--- config.mk ---
export PLATFORM = sky130hd
export DESIGN_NAME = kasumi_iter_enc
export DESIGN_NICKNAME = d
export VERILOG_FILES = /design/src/rtl/kasumi_pkg.sv /design/src/rtl/ksm_keysched.sv /design/src/rtl/ksm_round.sv /design/src/rtl/ksm_ctrl.sv /design/src/rtl/kasumi_iter_enc.sv
export SDC_FILE = /design/constraint.sdc
export NUM_CORES = 2
export LEC_CHECK = 0
export BUFFER_PORTS_ARGS = -buffer_cell sky130_fd_sc_hd__buf_4
export CORE_MARGIN = 2
export CORE_UTILIZATION = 55
export DETAILED_ROUTE_END_ITERATION = 10
export MAX_ROUTING_LAYER = met4
export PLACE_DENSITY = 0.73
export RECOVER_POWER = 25
export SYNTH_ARGS = -nofsm -noshare
export SYNTH_HDL_FRONTEND = slang
export SYNTH_SLANG_ARGS = --single-unit
--- constraint.sdc ---
create_clock -name clk -period 33.4 [get_ports clk]
set_clock_uncertainty 0.1 [all_clocks]
set_input_delay 1.67 -clock clk [delete_from_list [all_inputs] [get_ports clk]]
set_output_delay 1.67 -clock clk [all_outputs]
set_load 0.01 [all_outputs]
--- src/rtl/kasumi_pkg.sv ---
`timescale 1ns/1ps
package kasumi_pkg;

    localparam int BLK_W      = 64;
    localparam int HALF_W     = BLK_W / 2;
    localparam int KEY_W      = 128;
    localparam int WORD_W     = 16;
    localparam int NUM_WORDS  = KEY_W / WORD_W;
    localparam int NUM_ROUNDS = 8;
    localparam int RND_W      = $clog2(NUM_ROUNDS);

    typedef logic [WORD_W-1:0] word_t;
    typedef logic [HALF_W-1:0] half_t;

    typedef struct packed {
        word_t kl1, kl2;
        word_t ko1, ko2, ko3;
        word_t ki1, ki2, ki3;
    } subkey_t;

    function automatic word_t rotl(word_t v, int n);
        return (v << n) | (v >> (WORD_W - n));
    endfunction

    function automatic word_t mask_const(int idx);
        case (idx)
            0: return 16'h0123;
            1: return 16'h4567;
            2: return 16'h89AB;
            3: return 16'hCDEF;
            4: return 16'hFEDC;
            5: return 16'hBA98;
            6: return 16'h7654;
            default: return 16'h3210;
        endcase
    endfunction

    function automatic logic [6:0] sbox7(logic [6:0] x);
        logic a0, a1, a2, a3, a4, a5, a6;
        logic [6:0] y;
        {a6, a5, a4, a3, a2, a1, a0} = x;
        y[0] = (a1&a3) ^ a4 ^ (a0&a1&a4) ^ a5 ^ (a2&a5) ^ (a3&a4&a5) ^ a6 ^ (a0&a6)
             ^ (a1&a6) ^ (a3&a6) ^ (a2&a4&a6) ^ (a1&a5&a6) ^ (a4&a5&a6);
        y[1] = (a0&a1) ^ (a0&a4) ^ (a2&a4) ^ a5 ^ (a1&a2&a5) ^ (a0&a3&a5) ^ a6
             ^ (a0&a2&a6) ^ (a3&a6) ^ (a4&a5&a6) ^ 1'b1;
        y[2] = a0 ^ (a0&a3) ^ (a2&a3) ^ (a1&a2&a4) ^ (a0&a3&a4) ^ (a1&a5) ^ (a0&a2&a5)
             ^ (a0&a6) ^ (a0&a1&a6) ^ (a2&a6) ^ (a4&a6) ^ 1'b1;
        y[3] = a1 ^ (a0&a1&a2) ^ (a1&a4) ^ (a3&a4) ^ (a0&a5) ^ (a0&a1&a5) ^ (a2&a3&a5)
             ^ (a1&a4&a5) ^ (a2&a6) ^ (a1&a3&a6);
        y[4] = (a0&a2) ^ a3 ^ (a1&a3) ^ (a1&a4) ^ (a0&a1&a4) ^ (a2&a3&a4) ^ (a0&a5)
             ^ (a1&a3&a5) ^ (a0&a4&a5) ^ (a1&a6) ^ (a3&a6) ^ (a0&a3&a6) ^ (a5&a6) ^ 1'b1;
        y[5] = a2 ^ (a0&a2) ^ (a0&a3) ^ (a1&a2&a3) ^ (a0&a2&a4) ^ (a0&a5) ^ (a2&a5)
             ^ (a4&a5) ^ (a1&a6) ^ (a1&a2&a6) ^ (a0&a3&a6) ^ (a3&a4&a6) ^ (a2&a5&a6) ^ 1'b1;
        y[6] = (a1&a2) ^ (a0&a1&a3) ^ (a0&a4) ^ (a1&a5) ^ (a3&a5) ^ a6 ^ (a0&a1&a6)
             ^ (a2&a3&a6) ^ (a1&a4&a6) ^ (a0&a5&a6);
        return y;
    endfunction

    function automatic logic [8:0] sbox9(logic [8:0] x);
        logic a0, a1, a2, a3, a4, a5, a6, a7, a8;
        logic [8:0] y;
        {a8, a7, a6, a5, a4, a3, a2, a1, a0} = x;
        y[0] = (a0&a2) ^ a3 ^ (a2&a5) ^ (a5&a6) ^ (a0&a7) ^ (a1&a7) ^ (a2&a7) ^ (a4&a8)
             ^ (a5&a8) ^ (a7&a8) ^ 1'b1;
        y[1] = a1 ^ (a0&a1) ^ (a2&a3) ^ (a0&a4) ^ (a1&a4) ^ (a0&a5) ^ (a3&a5) ^ a6
             ^ (a1&a7) ^ (a2&a7) ^ (a5&a8) ^ 1'b1;
        y[2] = a1 ^ (a0&a3) ^ (a3&a4) ^ (a0&a5) ^ (a2&a6) ^ (a3&a6) ^ (a5&a6) ^ (a4&a7)
             ^ (a5&a7) ^ (a6&a7) ^ a8 ^ (a0&a8) ^ 1'b1;
        y[3] = a0 ^ (a1&a2) ^ (a0&a3) ^ (a2&a4) ^ a5 ^ (a0&a6) ^ (a1&a6) ^ (a4&a7)
             ^ (a0&a8) ^ (a1&a8) ^ (a7&a8);
        y[4] = (a0&a1) ^ (a1&a3) ^ a4 ^ (a0&a5) ^ (a3&a6) ^ (a0&a7) ^ (a6&a7) ^ (a1&a8)
             ^ (a2&a8) ^ (a3&a8);
        y[5] = a2 ^ (a1&a4) ^ (a4&a5) ^ (a0&a6) ^ (a1&a6) ^ (a3&a7) ^ (a4&a7) ^ (a6&a7)
             ^ (a5&a8) ^ (a6&a8) ^ (a7&a8) ^ 1'b1;
        y[6] = a0 ^ (a2&a3) ^ (a1&a5) ^ (a2&a5) ^ (a4&a5) ^ (a3&a6) ^ (a4&a6) ^ (a5&a6)
             ^ a7 ^ (a1&a8) ^ (a3&a8) ^ (a5&a8) ^ (a7&a8);
        y[7] = (a0&a1) ^ (a0&a2) ^ (a1&a2) ^ a3 ^ (a0&a3) ^ (a2&a3) ^ (a4&a5) ^ (a2&a6)
             ^ (a3&a6) ^ (a2&a7) ^ (a5&a7) ^ a8 ^ 1'b1;
        y[8] = (a0&a1) ^ a2 ^ (a1&a2) ^ (a3&a4) ^ (a1&a5) ^ (a2&a5) ^ (a1&a6) ^ (a4&a6)
             ^ a7 ^ (a2&a8) ^ (a3&a8);
        return y;
    endfunction

    // 16-bit nonlinear mixer: 9-bit upper part, 7-bit lower part
    function automatic word_t mix16(word_t v, word_t k);
        logic [8:0] hi0, hi1, lo2;
        logic [6:0] lo0, hi2, top;
        lo0 = v[6:0];
        hi1 = sbox9(v[15:7]) ^ {2'b00, lo0};
        hi0 = hi1 ^ k[8:0];
        hi2 = sbox7(lo0) ^ hi1[6:0] ^ k[15:9];
        lo2 = sbox9(hi0) ^ {2'b00, hi2};
        top = sbox7(hi2) ^ lo2[6:0];
        return {top, lo2};
    endfunction

    function automatic half_t fo_fn(half_t v, subkey_t sk);
        word_t l, r, t;
        l = v[31:16];
        r = v[15:0];
        t = mix16(l ^ sk.ko1, sk.ki1) ^ r; l = r; r = t;
        t = mix16(l ^ sk.ko2, sk.ki2) ^ r; l = r; r = t;
        t = mix16(l ^ sk.ko3, sk.ki3) ^ r; l = r; r = t;
        return {l, r};
    endfunction

    function automatic half_t fl_fn(half_t v, subkey_t sk);
        word_t l, r;
        l = v[31:16];
        r = v[15:0] ^ rotl(v[31:16] & sk.kl1, 1);
        l = l ^ rotl(r | sk.kl2, 1);
        return {l, r};
    endfunction

endpackage

--- src/rtl/ksm_keysched.sv ---
`timescale 1ns/1ps
module ksm_keysched
    import kasumi_pkg::*;
(
    input  logic [KEY_W-1:0] key,
    input  logic [RND_W-1:0] ridx,
    output subkey_t          sk
);
    word_t kw [NUM_WORDS];
    word_t kp [NUM_WORDS];

    for (genvar g = 0; g < NUM_WORDS; g++) begin : g_word
        assign kw[g] = key[KEY_W-1-g*WORD_W -: WORD_W];
        assign kp[g] = key[KEY_W-1-g*WORD_W -: WORD_W] ^ mask_const(g);
    end

    // word index offsets wrap naturally in RND_W bits
    function automatic logic [RND_W-1:0] wofs(logic [RND_W-1:0] base, int ofs);
        return base + RND_W'(ofs);
    endfunction

    always_comb begin
        sk.kl1 = rotl(kw[ridx], 1);
        sk.kl2 = kp[wofs(ridx, 2)];
        sk.ko1 = rotl(kw[wofs(ridx, 1)], 5);
        sk.ko2 = rotl(kw[wofs(ridx, 5)], 8);
        sk.ko3 = rotl(kw[wofs(ridx, 6)], 13);
        sk.ki1 = kp[wofs(ridx, 4)];
        sk.ki2 = kp[wofs(ridx, 3)];
        sk.ki3 = kp[wofs(ridx, 7)];
    end
endmodule

--- src/rtl/ksm_round.sv ---
`timescale 1ns/1ps
module ksm_round
    import kasumi_pkg::*;
(
    input  logic [BLK_W-1:0] blk,
    input  subkey_t          sk,
    input  logic             odd_rnd,
    output logic [BLK_W-1:0] blk_nxt
);
    half_t left, right, fval;

    assign left  = blk[BLK_W-1:HALF_W];
    assign right = blk[HALF_W-1:0];

    always_comb begin
        if (odd_rnd) fval = fo_fn(fl_fn(left, sk), sk);
        else         fval = fl_fn(fo_fn(left, sk), sk);
    end

    assign blk_nxt = {right ^ fval, left};
endmodule

--- src/rtl/ksm_ctrl.sv ---
`timescale 1ns/1ps
module ksm_ctrl
    import kasumi_pkg::*;
(
    input  logic             clk,
    input  logic             rst,
    input  logic             clk_en,
    input  logic             launch,
    output logic             cap,
    output logic             adv,
    output logic             fin,
    output logic [RND_W-1:0] rsel,
    output logic             result_vld
);
    typedef enum logic {ST_IDLE, ST_RUN} state_t;
    localparam logic [RND_W-1:0] LAST = RND_W'(NUM_ROUNDS - 1);

    state_t           state, state_nxt;
    logic [RND_W-1:0] rnd, rnd_nxt;
    logic             launch_q;
    logic             rising;

    assign rising = launch && !launch_q;

    always_comb begin
        state_nxt = state;
        rnd_nxt   = rnd;
        unique case (state)
            ST_IDLE: begin
                if (rising) begin              // LAUNCH
                    state_nxt = ST_RUN;
                    rnd_nxt   = RND_W'(1);
                end
            end
            ST_RUN: begin
                if (rnd == LAST) begin         // FINISH
                    state_nxt = ST_IDLE;
                    rnd_nxt   = '0;
                end else if (!launch) begin    // ABORT
                    state_nxt = ST_IDLE;
                    rnd_nxt   = '0;
                end else begin                 // STEP
                    rnd_nxt   = rnd + RND_W'(1);
                end
            end
        endcase
    end

    always_ff @(posedge clk) begin
        if (rst) begin
            state    <= ST_IDLE;
            rnd      <= '0;
            launch_q <= 1'b0;
        end else if (clk_en) begin
            state    <= state_nxt;
            rnd      <= rnd_nxt;
            launch_q <= launch;
        end
    end

    always_comb begin
        cap  = clk_en && (state == ST_IDLE) && rising;
        adv  = clk_en && (state == ST_RUN) && (launch || rnd == LAST);
        fin  = clk_en && (state == ST_RUN) && (rnd == LAST);
        rsel = cap ? '0 : rnd;
    end

    always_ff @(posedge clk) begin
        if (rst)      result_vld <= 1'b0;
        else if (cap) result_vld <= 1'b0;
        else if (fin) result_vld <= 1'b1;
    end

    AST_LAUNCH_ENTERS_RUN: assert property (@(posedge clk) disable iff (rst)
        (clk_en && state == ST_IDLE && launch && !launch_q)
        |=> (state == ST_RUN && rnd == RND_W'(1) && !result_vld));
    AST_FINAL_ROUND_FLAGS: assert property (@(posedge clk) disable iff (rst)
        (clk_en && state == ST_RUN && rnd == LAST)
        |=> (result_vld && state == ST_IDLE));
    AST_EARLY_DROP_ABORTS: assert property (@(posedge clk) disable iff (rst)
        (clk_en && state == ST_RUN && rnd != LAST && !launch)
        |=> (state == ST_IDLE && !result_vld));
    AST_HELD_NO_RELAUNCH: assert property (@(posedge clk) disable iff (rst)
        (clk_en && state == ST_IDLE && launch && launch_q)
        |=> (state == ST_IDLE));
    AST_DISABLED_FREEZE: assert property (@(posedge clk) disable iff (rst)
        (!clk_en) |=> ($stable(state) && $stable(rnd) && $stable(launch_q)));
    AST_FLAG_PERSISTS: assert property (@(posedge clk) disable iff (rst)
        (result_vld && !(clk_en && state == ST_IDLE && launch && !launch_q))
        |=> result_vld);
endmodule

--- src/rtl/kasumi_iter_enc.sv ---
`timescale 1ns/1ps
module kasumi_iter_enc
    import kasumi_pkg::*;
(
    input  logic             clk,
    input  logic             rst,
    input  logic             clk_en,
    input  logic             launch,
    input  logic [KEY_W-1:0] key_in,
    input  logic [BLK_W-1:0] pt_in,
    output logic [BLK_W-1:0] ct_out,
    output logic             result_vld
);
    logic             cap, adv, fin;
    logic [RND_W-1:0] rsel;
    logic [BLK_W-1:0] blk_q, blk_src, blk_nxt;
    logic [KEY_W-1:0] key_q, key_src;
    subkey_t          sk;

    ksm_ctrl u_ctrl (
        .clk        (clk),
        .rst        (rst),
        .clk_en     (clk_en),
        .launch     (launch),
        .cap        (cap),
        .adv        (adv),
        .fin        (fin),
        .rsel       (rsel),
        .result_vld (result_vld)
    );

    // round 1 is taken straight from the pins on the launch edge
    assign blk_src = cap ? pt_in  : blk_q;
    assign key_src = cap ? key_in : key_q;

    ksm_keysched u_ks (
        .key  (key_src),
        .ridx (rsel),
        .sk   (sk)
    );

    ksm_round u_rnd (
        .blk     (blk_src),
        .sk      (sk),
        .odd_rnd (!rsel[0]),
        .blk_nxt (blk_nxt)
    );

    always_ff @(posedge clk) begin
        if (rst) begin
            blk_q  <= '0;
            key_q  <= '0;
            ct_out <= '0;
        end else begin
            if (cap) begin
                blk_q <= blk_nxt;
                key_q <= key_in;
            end else if (adv) begin
                blk_q <= blk_nxt;
            end
            if (fin) ct_out <= blk_nxt;
        end
    end

    AST_OUT_FROZEN_WHEN_OFF: assert property (@(posedge clk) disable iff (rst)
        (!clk_en) |=> ($stable(ct_out) && $stable(result_vld)));
    AST_OUT_ONLY_ON_FINISH: assert property (@(posedge clk) disable iff (rst)
        (!fin) |=> $stable(ct_out));
endmodule

==> run_results.csv <==
group,metric,value,unit
sta,finalSetupViolCount,0,
finish,layout.nets,6967,
synth,synth_edf_count,0,
finish,final_common_cell,"nand2_1",
synth,postSynthCellCount,6788,
global_route,grt_pass1_vias,48000,
floorplanning,io_pins,261,
finish,drive_above_1_share,13.3,%
worst_setup_path,rrSetupSlack,18.70,ns
sta,fin_tns_setup,0,ns
clock_tree,clock-root-buffer,"clkbuf_16",
drt,via_per_inst,6.88,
synth,synth-seq-cells,262,
drt,wire_per_inst,29.8,um
finish,multi_input_area,42400,sq um
worst_setup_path,start_kind,"input pin",
clock_tree,path_clk_slew,0.06,ns
clock_tree,cts_setup_buffers,0,
placed_design,port_buffers,260,
clock_tree,cts_tree,"yes",
min_path,min_from,"blk_q[50]",
sta,min_period,15.20,ns
min_path,hold_path_depth,2,
sta,rsz0062_at_grt,"no",
finish,finish.utilization,60.0,%
synth,ys.warnings.count,0,
placed_design,place_congestion,1.10,
sta,clock.fmax,0.0658,GHz
finish,seq_area,5250,sq um
floorplanning,rows,110,
synth,synthFlopType,"dfxtp_1",
floorplanning,die_area,93700,sq um
worst_setup_path,path_common_cell,"xnor2_1",
finish,final_cell_mix,"901 x nand2_1, 882 x xnor2_1, 632 x nor2_1",
global_route,antenna_found_initial,12,
finish,nFillCells,8470,
sta,report.final.slew_viol_count,271,
sta,fin_crit_sh,45.5,%
floorplanning,die_x,306,um
clock_tree,cts_max_level,2,
synth,seq_area_frac_synth,10.5,%
worst_setup_path,critPathKind,"input pin to register",
placed_design,place_hpwl,183000,um
clock_tree,hold_buffers,0,
clock_tree,clock_latency,0.67,ns
synth,synth_fp_nets,6987,
global_route,grt_remaining_overflow,0,
synth,netlist_area,50200,sq um
floorplanning,coreArea,90300,sq um
worst_setup_path,critical_path_peak_fanout,37,
synth,synth_area_per_cell,7.39,sq um
global_route,track_usage,50.3,%
clock_tree,clock_sinks,262,
drt,wirelength,238000,um
drt,vias,54900,
sta,slew_headroom,-230,%
flow_run,drv_cap,4,
worst_setup_path,crit_arrival,15.43,ns
worst_setup_path,cp.required,33.63,ns
floorplanning,die_y,306,um
clock_tree,cts_buffers,37,
synth,synth.distinct_cells,141,
outcome,outcome,"finished with violations",
clock_tree,cts_resized,0,
sta,layout_setup_ws,18.20,ns
drt,firstDrtPassIters,8,
floorplanning,initial_core_util,55.6,%
sta,tightest_slew,4.95,ns
clock_tree,cts_buffer_depth,3,
worst_setup_path,critical_path.endpoint_type,"register",
global_route,grt_pass1_wl,339000,um
drt,drtIter0Drc,9823,
worst_setup_path,rr_worst_depth,38,
worst_setup_path,rr_endpoint,"blk_q[57]",
global_route,grt_max_degree,167,
synth,async_reset_ff_share,0,%
sta,finalHoldViolCount,0,
drt,ant_nets,0,
drt,route.detailed.drc,0,
worst_setup_path,reg2reg_from,"u_ctrl.rnd[0]",
min_path,hold_path.class,"register to register",
finish,area_growth,7.90,%
outcome,violations,"capacitance limit, slew limit",
worst_setup_path,crit_path_top_delay_cell,"nor4_1",
placed_design,pre_cts_slack,18.13,ns
worst_setup_path,max_stage_delay,1.02,ns
min_path,worstHoldEndpoint,"blk_q[50]",
layout make-up:
class,count,share of cell area (%)
repair buffers,487,6.36
clock inverters,18,0.561
flip-flops and latches,262,9.70
inverters,59,0.409
clock buffers,49,1.92
diodes,13,0.0601
well taps,1176,2.72
multi-input cells,5921,78.3
critical path, delay by kind of cell:
kind	cells	cell delay, ns
compound gates	12	2.96
xor+xnor	8	4.11
fa+ha+maj	1	0.62
buf+inv	2	0.73
mux	1	0.56
simple gates	13	4.68
flip-flops by register name (all words and copies together) (netlist names):
signal and count:
blk_q 64, u_ctrl.result_vld 1, u_ctrl.rnd 3, ct_out 64, u_ctrl.launch_q 1, key_q 128
u_ctrl.state 1
layer usage:
| metal | part of all wire [%] | global-route usage [%] |
|---|---|---|
| met1 | 38 | 64.7 |
| met3 | 15 | 16.6 |
| met4 | 7.8 | 30.4 |
| met2 | 39 | 67.8 |
| met5 | 0 | - |
synth_stat cells, types with 56 or more instances:
| master | count | area share [%] |
|---|---|---|
| xnor2_1 | 907 | 16 |
| nand2_1 | 902 | 6.7 |
| nor2_1 | 633 | 4.7 |
| a21oi_1 | 588 | 5.9 |
| o21ai_0 | 321 | 3.2 |
| clkbuf_1 | 272 | 2.0 |
| dfxtp_1 | 262 | 10 |
| mux2i_1 | 240 | 4.8 |
| xor2_1 | 212 | 3.7 |
| a211oi_1 | 166 | 2.5 |
| buf_2 | 159 | 1.6 |
| nand3_1 | 150 | 1.5 |
| nor3_1 | 139 | 1.4 |
| o211ai_1 | 96 | 1.4 |
| xnor3_1 | 90 | 4.0 |
| o22ai_1 | 86 | 1.1 |
| a31oi_1 | 80 | 1.0 |
| mux4_2 | 77 | 3.5 |
| o21ai_1 | 75 | 0.75 |
| and2_1 | 65 | 0.81 |
| xnor2_2 | 56 | 1.8 |
stage by stage:
stage                     hold slack (ns)  instances  cell area [sq um]
after global placement              0.344       7905              53000
final                               0.350       7985              54200
after CTS                           0.352       7972              54400
after detailed placement            0.348       7905              53000
after global routing                0.383       7982              54100
after floorplan                     0.331       6788              50200
kinds of logic after synthesis:
family / count (synthesis) / share of synthesized area (%)
AO/OA/AOI/OAI: 1944 / 25.3
XOR/XNOR: 1314 / 27.5
adder cells (fa/ha/maj): 14 / 0.294
buffers and inverters: 605 / 5.76
flip-flops: 262 / 10.5
multiplexers: 411 / 10.5
AND/OR/NAND/NOR: 2238 / 20.1
worst max-delay path by stage:
stage | start | to | slack, ns | depth (start not counted)
4_1_cts | clk_en | ct_out[48] | 18.70 | 37
2_1_floorplan | launch | blk_q[60] | 19.43 | 54
3_3_place_gp | clk_en | ct_out[48] | 18.22 | 37
3_5_place_dp | clk_en | ct_out[48] | 18.13 | 37
5_1_grt | clk_en | blk_q[57] | 17.37 | 37
6_report | clk_en | blk_q[57] | 18.20 | 37
Power is not shown: default switching activity piles up to over one toggle a cycle in this logic, so the estimate is an artifact.
